**src/rtl/evt_ts_pkg.sv**
```systemverilog
package evt_ts_pkg;
  localparam int REG_W    = 16;
  localparam int ADDR_W   = 12;
  localparam int SEC_W    = 32;
  localparam int NS_W     = 30;
  localparam int MAP_W    = 4;
  localparam int FALL_OFS = 8;
  localparam int SEL_LSB  = 8;
  localparam int IRQ_BIT  = 2;

  localparam logic [ADDR_W-1:0] A_INT_EN   = 12'h204;
  localparam logic [ADDR_W-1:0] A_SEL      = 12'h230;
  localparam logic [ADDR_W-1:0] A_MAP      = 12'h232;
  localparam logic [ADDR_W-1:0] A_CAP_EN   = 12'h233;
  localparam logic [ADDR_W-1:0] A_R_SEC_HI = 12'h235;
  localparam logic [ADDR_W-1:0] A_R_SEC_LO = 12'h236;
  localparam logic [ADDR_W-1:0] A_R_NS_HI  = 12'h237;
  localparam logic [ADDR_W-1:0] A_R_NS_LO  = 12'h238;
  localparam logic [ADDR_W-1:0] A_F_SEC_HI = 12'h239;
  localparam logic [ADDR_W-1:0] A_F_SEC_LO = 12'h23A;
  localparam logic [ADDR_W-1:0] A_F_NS_HI  = 12'h23B;
  localparam logic [ADDR_W-1:0] A_F_NS_LO  = 12'h23C;
  localparam logic [ADDR_W-1:0] A_STS      = 12'h23D;

  typedef struct packed {
    logic [SEC_W-1:0] sec;
    logic [NS_W-1:0]  ns;
  } stamp_t;
endpackage

```
**src/rtl/evt_ts_sync.sv**
```systemverilog
module evt_ts_sync #(
  parameter int NUM_PINS = 16,
  parameter int STAGES   = 2
) (
  input  logic                clk_i,
  input  logic                rst_ni,
  input  logic [NUM_PINS-1:0] pins_i,
  output logic [NUM_PINS-1:0] rise_o,
  output logic [NUM_PINS-1:0] fall_o
);
  for (genvar p = 0; p < NUM_PINS; p++) begin : g_pin
    logic [STAGES-1:0] sh_q;
    logic              last_q;
    always_ff @(posedge clk_i or negedge rst_ni) begin
      if (!rst_ni) begin
        sh_q   <= '0;
        last_q <= 1'b0;
      end else begin
        sh_q   <= {sh_q[STAGES-2:0], pins_i[p]};
        last_q <= sh_q[STAGES-1];
      end
    end
    assign rise_o[p] = sh_q[STAGES-1] & ~last_q;
    assign fall_o[p] = ~sh_q[STAGES-1] & last_q;
  end
endmodule

```
**src/rtl/evt_ts_channel.sv**
```systemverilog
module evt_ts_channel
  import evt_ts_pkg::*;
#(
  parameter int NUM_PINS = 16
) (
  input  logic                clk_i,
  input  logic                rst_ni,
  input  logic [NUM_PINS-1:0] rise_i,
  input  logic [NUM_PINS-1:0] fall_i,
  input  logic [MAP_W-1:0]    map_i,
  input  logic                en_rise_i,
  input  logic                en_fall_i,
  input  logic                clr_i,
  input  stamp_t              tod_i,
  output logic                flag_rise_o,
  output logic                flag_fall_o,
  output stamp_t              snap_rise_o,
  output stamp_t              snap_fall_o
);
  logic   connected;
  logic   [1:0] hit;
  logic   [1:0] flag_q;
  stamp_t bank_q [2];

  assign connected = (map_i != '0);
  assign hit[0]    = connected & en_rise_i & rise_i[map_i];
  assign hit[1]    = connected & en_fall_i & fall_i[map_i];

  for (genvar b = 0; b < 2; b++) begin : g_bank
    always_ff @(posedge clk_i or negedge rst_ni) begin
      if (!rst_ni) begin
        flag_q[b] <= 1'b0;
        bank_q[b] <= '0;
      end else begin
        // bank frozen while flagged, unless the flag is cleared this cycle
        if (hit[b] && (!flag_q[b] || clr_i)) bank_q[b] <= tod_i;
        flag_q[b] <= hit[b] | (flag_q[b] & ~clr_i);
      end
    end
  end

  assign flag_rise_o = flag_q[0];
  assign flag_fall_o = flag_q[1];
  assign snap_rise_o = bank_q[0];
  assign snap_fall_o = bank_q[1];
endmodule

```
**src/rtl/evt_ts_regs.sv**
```systemverilog
module evt_ts_regs
  import evt_ts_pkg::*;
#(
  parameter int NUM_CH = 4
) (
  input  logic              clk_i,
  input  logic              rst_ni,
  input  logic              wr_i,
  input  logic              rd_i,
  input  logic [ADDR_W-1:0] addr_i,
  input  logic [REG_W-1:0]  wdata_i,
  input  logic [REG_W-1:0]  sts_i,
  input  stamp_t            snap_rise_i [NUM_CH],
  input  stamp_t            snap_fall_i [NUM_CH],
  output logic [REG_W-1:0]  rdata_o,
  output logic              irq_en_o,
  output logic [REG_W-1:0]  map_o,
  output logic [REG_W-1:0]  cap_en_o,
  output logic              sts_clr_o
);
  localparam int CH_W = (NUM_CH > 1) ? $clog2(NUM_CH) : 1;

  logic [REG_W-1:0] int_en_q, sel_q, map_q, cap_en_q;
  logic [CH_W-1:0]  ch;
  stamp_t           sr, sf;

  always_ff @(posedge clk_i or negedge rst_ni) begin
    if (!rst_ni) begin
      int_en_q <= '0;
      sel_q    <= '0;
      map_q    <= '0;
      cap_en_q <= '0;
    end else if (wr_i) begin
      case (addr_i)
        A_INT_EN: int_en_q <= wdata_i;
        A_SEL:    sel_q    <= wdata_i;
        A_MAP:    map_q    <= wdata_i;
        A_CAP_EN: cap_en_q <= wdata_i;
        default: ;
      endcase
    end
  end

  assign ch = sel_q[SEL_LSB +: CH_W];

  always_comb begin
    sr = '0;
    sf = '0;
    for (int c = 0; c < NUM_CH; c++) begin
      if (ch == CH_W'(c)) begin
        sr = snap_rise_i[c];
        sf = snap_fall_i[c];
      end
    end
  end

  always_comb begin
    case (addr_i)
      A_INT_EN:   rdata_o = int_en_q;
      A_SEL:      rdata_o = sel_q;
      A_MAP:      rdata_o = map_q;
      A_CAP_EN:   rdata_o = cap_en_q;
      A_R_SEC_HI: rdata_o = sr.sec[SEC_W-1:16];
      A_R_SEC_LO: rdata_o = sr.sec[15:0];
      A_R_NS_HI:  rdata_o = REG_W'(sr.ns[NS_W-1:16]);
      A_R_NS_LO:  rdata_o = sr.ns[15:0];
      A_F_SEC_HI: rdata_o = sf.sec[SEC_W-1:16];
      A_F_SEC_LO: rdata_o = sf.sec[15:0];
      A_F_NS_HI:  rdata_o = REG_W'(sf.ns[NS_W-1:16]);
      A_F_NS_LO:  rdata_o = sf.ns[15:0];
      A_STS:      rdata_o = sts_i;
      default:    rdata_o = '0;
    endcase
  end

  assign irq_en_o  = int_en_q[IRQ_BIT];
  assign map_o     = map_q;
  assign cap_en_o  = cap_en_q;
  assign sts_clr_o = rd_i && (addr_i == A_STS);
endmodule

```
**src/rtl/evt_ts_capture.sv**
```systemverilog
module evt_ts_capture
  import evt_ts_pkg::*;
#(
  parameter int NUM_PINS = 16,
  parameter int NUM_CH   = 4,
  parameter int STAGES   = 2
) (
  input  logic                clk_i,
  input  logic                rst_ni,
  input  logic [NUM_PINS-1:0] pins_i,
  input  logic [SEC_W-1:0]    tod_sec_i,
  input  logic [NS_W-1:0]     tod_ns_i,
  input  logic                reg_wr_i,
  input  logic                reg_rd_i,
  input  logic [ADDR_W-1:0]   reg_addr_i,
  input  logic [REG_W-1:0]    reg_wdata_i,
  output logic [REG_W-1:0]    reg_rdata_o,
  output logic                irq_o
);
  logic [NUM_PINS-1:0] rise_w, fall_w;
  logic [REG_W-1:0]    map_w, cap_en_w, sts_w;
  logic [NUM_CH-1:0]   fr_w, ff_w;
  logic                irq_en_w, clr_w;
  stamp_t              tod_w;
  stamp_t              snap_rise_w [NUM_CH];
  stamp_t              snap_fall_w [NUM_CH];

  assign tod_w = '{sec: tod_sec_i, ns: tod_ns_i};

  evt_ts_sync #(.NUM_PINS(NUM_PINS), .STAGES(STAGES)) i_sync (
    .clk_i, .rst_ni, .pins_i, .rise_o(rise_w), .fall_o(fall_w)
  );

  for (genvar c = 0; c < NUM_CH; c++) begin : g_ch
    evt_ts_channel #(.NUM_PINS(NUM_PINS)) i_ch (
      .clk_i, .rst_ni,
      .rise_i      (rise_w),
      .fall_i      (fall_w),
      .map_i       (map_w[MAP_W*c +: MAP_W]),
      .en_rise_i   (cap_en_w[c]),
      .en_fall_i   (cap_en_w[FALL_OFS+c]),
      .clr_i       (clr_w),
      .tod_i       (tod_w),
      .flag_rise_o (fr_w[c]),
      .flag_fall_o (ff_w[c]),
      .snap_rise_o (snap_rise_w[c]),
      .snap_fall_o (snap_fall_w[c])
    );
  end

  always_comb begin
    sts_w = '0;
    sts_w[NUM_CH-1:0]          = fr_w;
    sts_w[FALL_OFS +: NUM_CH]  = ff_w;
  end

  evt_ts_regs #(.NUM_CH(NUM_CH)) i_regs (
    .clk_i, .rst_ni,
    .wr_i        (reg_wr_i),
    .rd_i        (reg_rd_i),
    .addr_i      (reg_addr_i),
    .wdata_i     (reg_wdata_i),
    .sts_i       (sts_w),
    .snap_rise_i (snap_rise_w),
    .snap_fall_i (snap_fall_w),
    .rdata_o     (reg_rdata_o),
    .irq_en_o    (irq_en_w),
    .map_o       (map_w),
    .cap_en_o    (cap_en_w),
    .sts_clr_o   (clr_w)
  );

  assign irq_o = irq_en_w & (|sts_w);
endmodule

```
**config.mk**
```make
export PLATFORM = sky130hd
export DESIGN_NAME = evt_ts_capture
export DESIGN_NICKNAME = d
export VERILOG_FILES = /design/src/rtl/evt_ts_pkg.sv /design/src/rtl/evt_ts_sync.sv /design/src/rtl/evt_ts_channel.sv /design/src/rtl/evt_ts_regs.sv /design/src/rtl/evt_ts_capture.sv
export SDC_FILE = /design/constraint.sdc
export NUM_CORES = 1
export LEC_CHECK = 0
export CAP_MARGIN = 10
export CORE_ASPECT_RATIO = 1.75
export CORE_UTILIZATION = 56
export DETAILED_ROUTE_END_ITERATION = 7
export GPL_TIMING_DRIVEN = 0
export PLACE_DENSITY = 0.85
export SLEW_MARGIN = 0
export SYNTH_ARGS = -nofsm -noshare
export SYNTH_HDL_FRONTEND = slang
export SYNTH_SLANG_ARGS = --single-unit
```
**constraint.sdc**
```tcl
create_clock -name clk_i -period 7.5 [get_ports clk_i]
set_input_delay 1.875 -clock clk_i [delete_from_list [all_inputs] [get_ports clk_i]]
set_output_delay 1.875 -clock clk_i [all_outputs]
set_load 0.02 [all_outputs]
```
==> flow_metrics.tcl <==
set metrics [dict create \
    status "finished, violations left" \
    violations "setup timing" \
    initial_utilization_pct 57.0 \
    crit_arrival_ps 5630 \
    path_delay_family "buffers and inverters" \
    synth_common_cells "dfrtp_1, mux2_2, mux4_2, a22oi_1, clkbuf_1" \
    drtIter0Drc 1620 \
    cts_sinks 616 \
    final-hold-violation-count 0 \
    clock.fmax_mhz 133 \
    grt_setup_unrepaired "no" \
    drv_cap 0 \
    setup_violations 1 \
    synth-seq-cells 616 \
    synthesis.nets 1911 \
    crit_path_start_kind "input pin" \
    hpwl_microns 66400 \
    p_leak_nw 14.1 \
    synth-async-reset-ratio_pct 100 \
    coreArea_sq_um 49000 \
    slowest_delay_ps 620 \
    worst_pin_slew_ps 1340 \
    fin_tns_setup_ps -0.390 \
    critPathRequiredTime_ps 5620 \
    ctsRootBufferMaster "clkbuf_16" \
    period_needed_ps 7500 \
    vias_per_cell 6.68 \
    grt_pass1_vias 19500 \
    crit_path_cell_trace "clkdlybuf4s50_1 > or4_1 > nor3_2 > clkbuf_1 > a22oi_1 > o221ai_1 > a211o_1 > clkdlybuf4s50_1" \
    critPathCaptureType "output port" \
    seq_area_frac_synth_pct 55.2 \
    regArea_sq_um 15400 \
    total_power_w 0.00682 \
    num_rows 107 \
    skew_ps 30.9 \
    synth_edf_count 0 \
    drc 0 \
    clock_latency_ps 620 \
    fillCellCount 3470 \
    ctsHoldBuffers 0 \
    gp_congestion 0.967 \
    synth_area_leaders "dfrtp_1, mux2_2, mux4_2" \
    avgSynthCellArea_sq_um 15.5 \
    grt_overflow 0 \
    layout-drive-gt1-share_pct 42.3 \
    critPathKind "in -> out" \
    ctsLongestPathBuffers 3 \
    multi_input_area_sq_um 12000 \
    drv_slew 0 \
    timing.final.ws_setup_ps -0.390 \
    die_width_microns 171 \
    fp.dieH_microns 297 \
    num-nets-final 2112 \
    syn_to_final_growth_pct 15.6 \
    synth_top_area_share_pct 55.2 \
    grt_use_total_pct 37.2 \
    post-synth-top-count-cell "dfrtp_1" \
    cp_common_cell "clkdlybuf4s50_1" \
    synth-main-ff-cell "dfrtp_1" \
    syn_area_sq_um 27900 \
    wirelength_microns 91100 \
    finalCritPeriodShare_pct 100 \
    wl_per_cell_microns 33.7 \
    ant_nets 0 \
    cpMaxStageDelayCell "clkdlybuf4s50_1" \
    synth_cell_types 61 \
    cellPowerDensity_nw_per_um2 211 \
    grt_pass1_wl_microns 132000 \
    peakVddDrop_v 0.000206 \
    cts_tree "yes" \
    die-area_sq_um 50800 \
    synth_top_area_cell "dfrtp_1" \
    vias 18000 \
    cts.htree.levels 2 \
    first_pass_iters 5 \
    ios 127 \
    path_buf_inv 3 \
    yosysWarnings 0 \
    cts_made_buffers 55 \
    clk_pin_slew_ps 70 \
    min_path_type "reg -> reg" \
    grt_max_degree 135 \
    crit_fanout 10 \
    synthCells 1801 \
    slew_headroom_pct 10.9 \
    antenna_found_initial 4 \
    port_buffers 125 \
]
worst register-to-register path, stage by stage (launching register included):
cell,delay [ps]
dfrtp_1,320
clkbuf_1,510
clkbuf_1,580
nor3b_1,120
o21ai_0,400
a221oi_1,170
o211ai_1,380
nand2b_1,160
clkbuf_1,750
clkbuf_1,660
mux2_2,420
layout by cell type, fill, tap and decap left out, types with 12 or more instances in the layout:
cell type          n
buf_2             43
dfrtp_1          616
mux4_2           143
nor2_1            20
nor2b_1           23
buf_1             12
nand3_1           20
clkbuf_8          15
clkdlybuf4s50_1  124
clkbuf_1          58
nand2_1           36
clkbuf_16         56
nand2b_1          25
mux2_2           533
a22oi_1           56
mux2_1            30
logic make-up after synthesis:
group	after synthesis	synth area share, %
muxes	717	34.6
buffers and inverters	123	2.02
AOI/OAI and AO/OA	144	4.02
DFF	616	55.2
and+or+nand+nor	201	4.12
layout make-up:
type                       count  area share (%)
clock inverter                19           0.787
inverter                       7          0.0814
tap                          654            2.54
buffer                       116            1.72
clock buffer                  81            5.10
sequential                   616            47.8
timing repair buffer         144            4.81
antenna                        2          0.0155
multi-input combinational   1062            37.2
where the power goes:
group | leakage (nW) | switching (W) | internal (W) | total (W)
Sequential | 7.89 | 0.0000471 | 0.00341 | 0.00345
Combinational | 5.28 | 0.000234 | 0.000170 | 0.000404
Clock | 0.916 | 0.00130 | 0.00167 | 0.00297
state kept, by name (all words and copies together), names as in the netlist:
| register | count |
|---|---|
| g_ch.i_ch.flag_rise_o | 4 |
| i_regs.map_o | 16 |
| g_ch.i_ch.snap_rise_o | 248 |
| i_regs.cap_en_o | 16 |
| i_sync.g_pin.last_q | 16 |
| g_ch.i_ch.flag_fall_o | 4 |
| i_regs.int_en_q | 16 |
| g_ch.i_ch.snap_fall_o | 248 |
| i_sync.g_pin.sh_q | 32 |
| i_regs.sel_q | 16 |
stage by stage:
| step | area (sq um) | worst slack, ps | util, % | instances | hold slack, ps |
|---|---|---|---|---|---|
| after global routing | 32300 | 26.4 | 65.8 | 2699 | 359 |
| after floorplan | 27900 | 1570 | - | 1801 | 331 |
| after global placement | 30000 | -20640 | 61.2 | 2580 | 342 |
| after CTS | 32200 | 10.2 | 65.6 | 2692 | 350 |
| final | 32300 | -0.390 | 65.9 | 2701 | 350 |
| after detailed placement | 30200 | -530 | 61.6 | 2591 | 336 |
timing repair:
action | in CTS | in global routing
gates resized for setup | 14 | 7
endpoints found under the setup margin | 15 | 7
buffers inserted | 1 | 2
gates cloned | 0 | 0
pin swaps | 2 | 1
final timing paths:
path	start	endpoint	slack [ps]	depth (start not counted)
max	reg_addr_i[1]	reg_rdata_o[14]	-0.4	8
min	i_sync.g_pin[7].sh_q[0]	i_sync.g_pin[7].sh_q[1]	350	0
max reg2reg	i_regs.map_o[4]	g_ch[1].i_ch.snap_fall_o[1]	2920	10
min reg2reg	i_sync.g_pin[7].sh_q[0]	i_sync.g_pin[7].sh_q[1]	350	0
max in group asynchronous	rst_ni	g_ch[3].i_ch.snap_fall_o[8]	4730	3
min in group asynchronous	rst_ni	i_sync.g_pin[12].last_q	1240	1
per-layer routing:
layer / track usage (%) / part of all wire, %
met5: 0 / 0.021
met4: 33.1 / 11
met3: 7.26 / 6.8
met2: 59.8 / 49
met1: 41.7 / 34
Power figures use the tool's default switching activity.
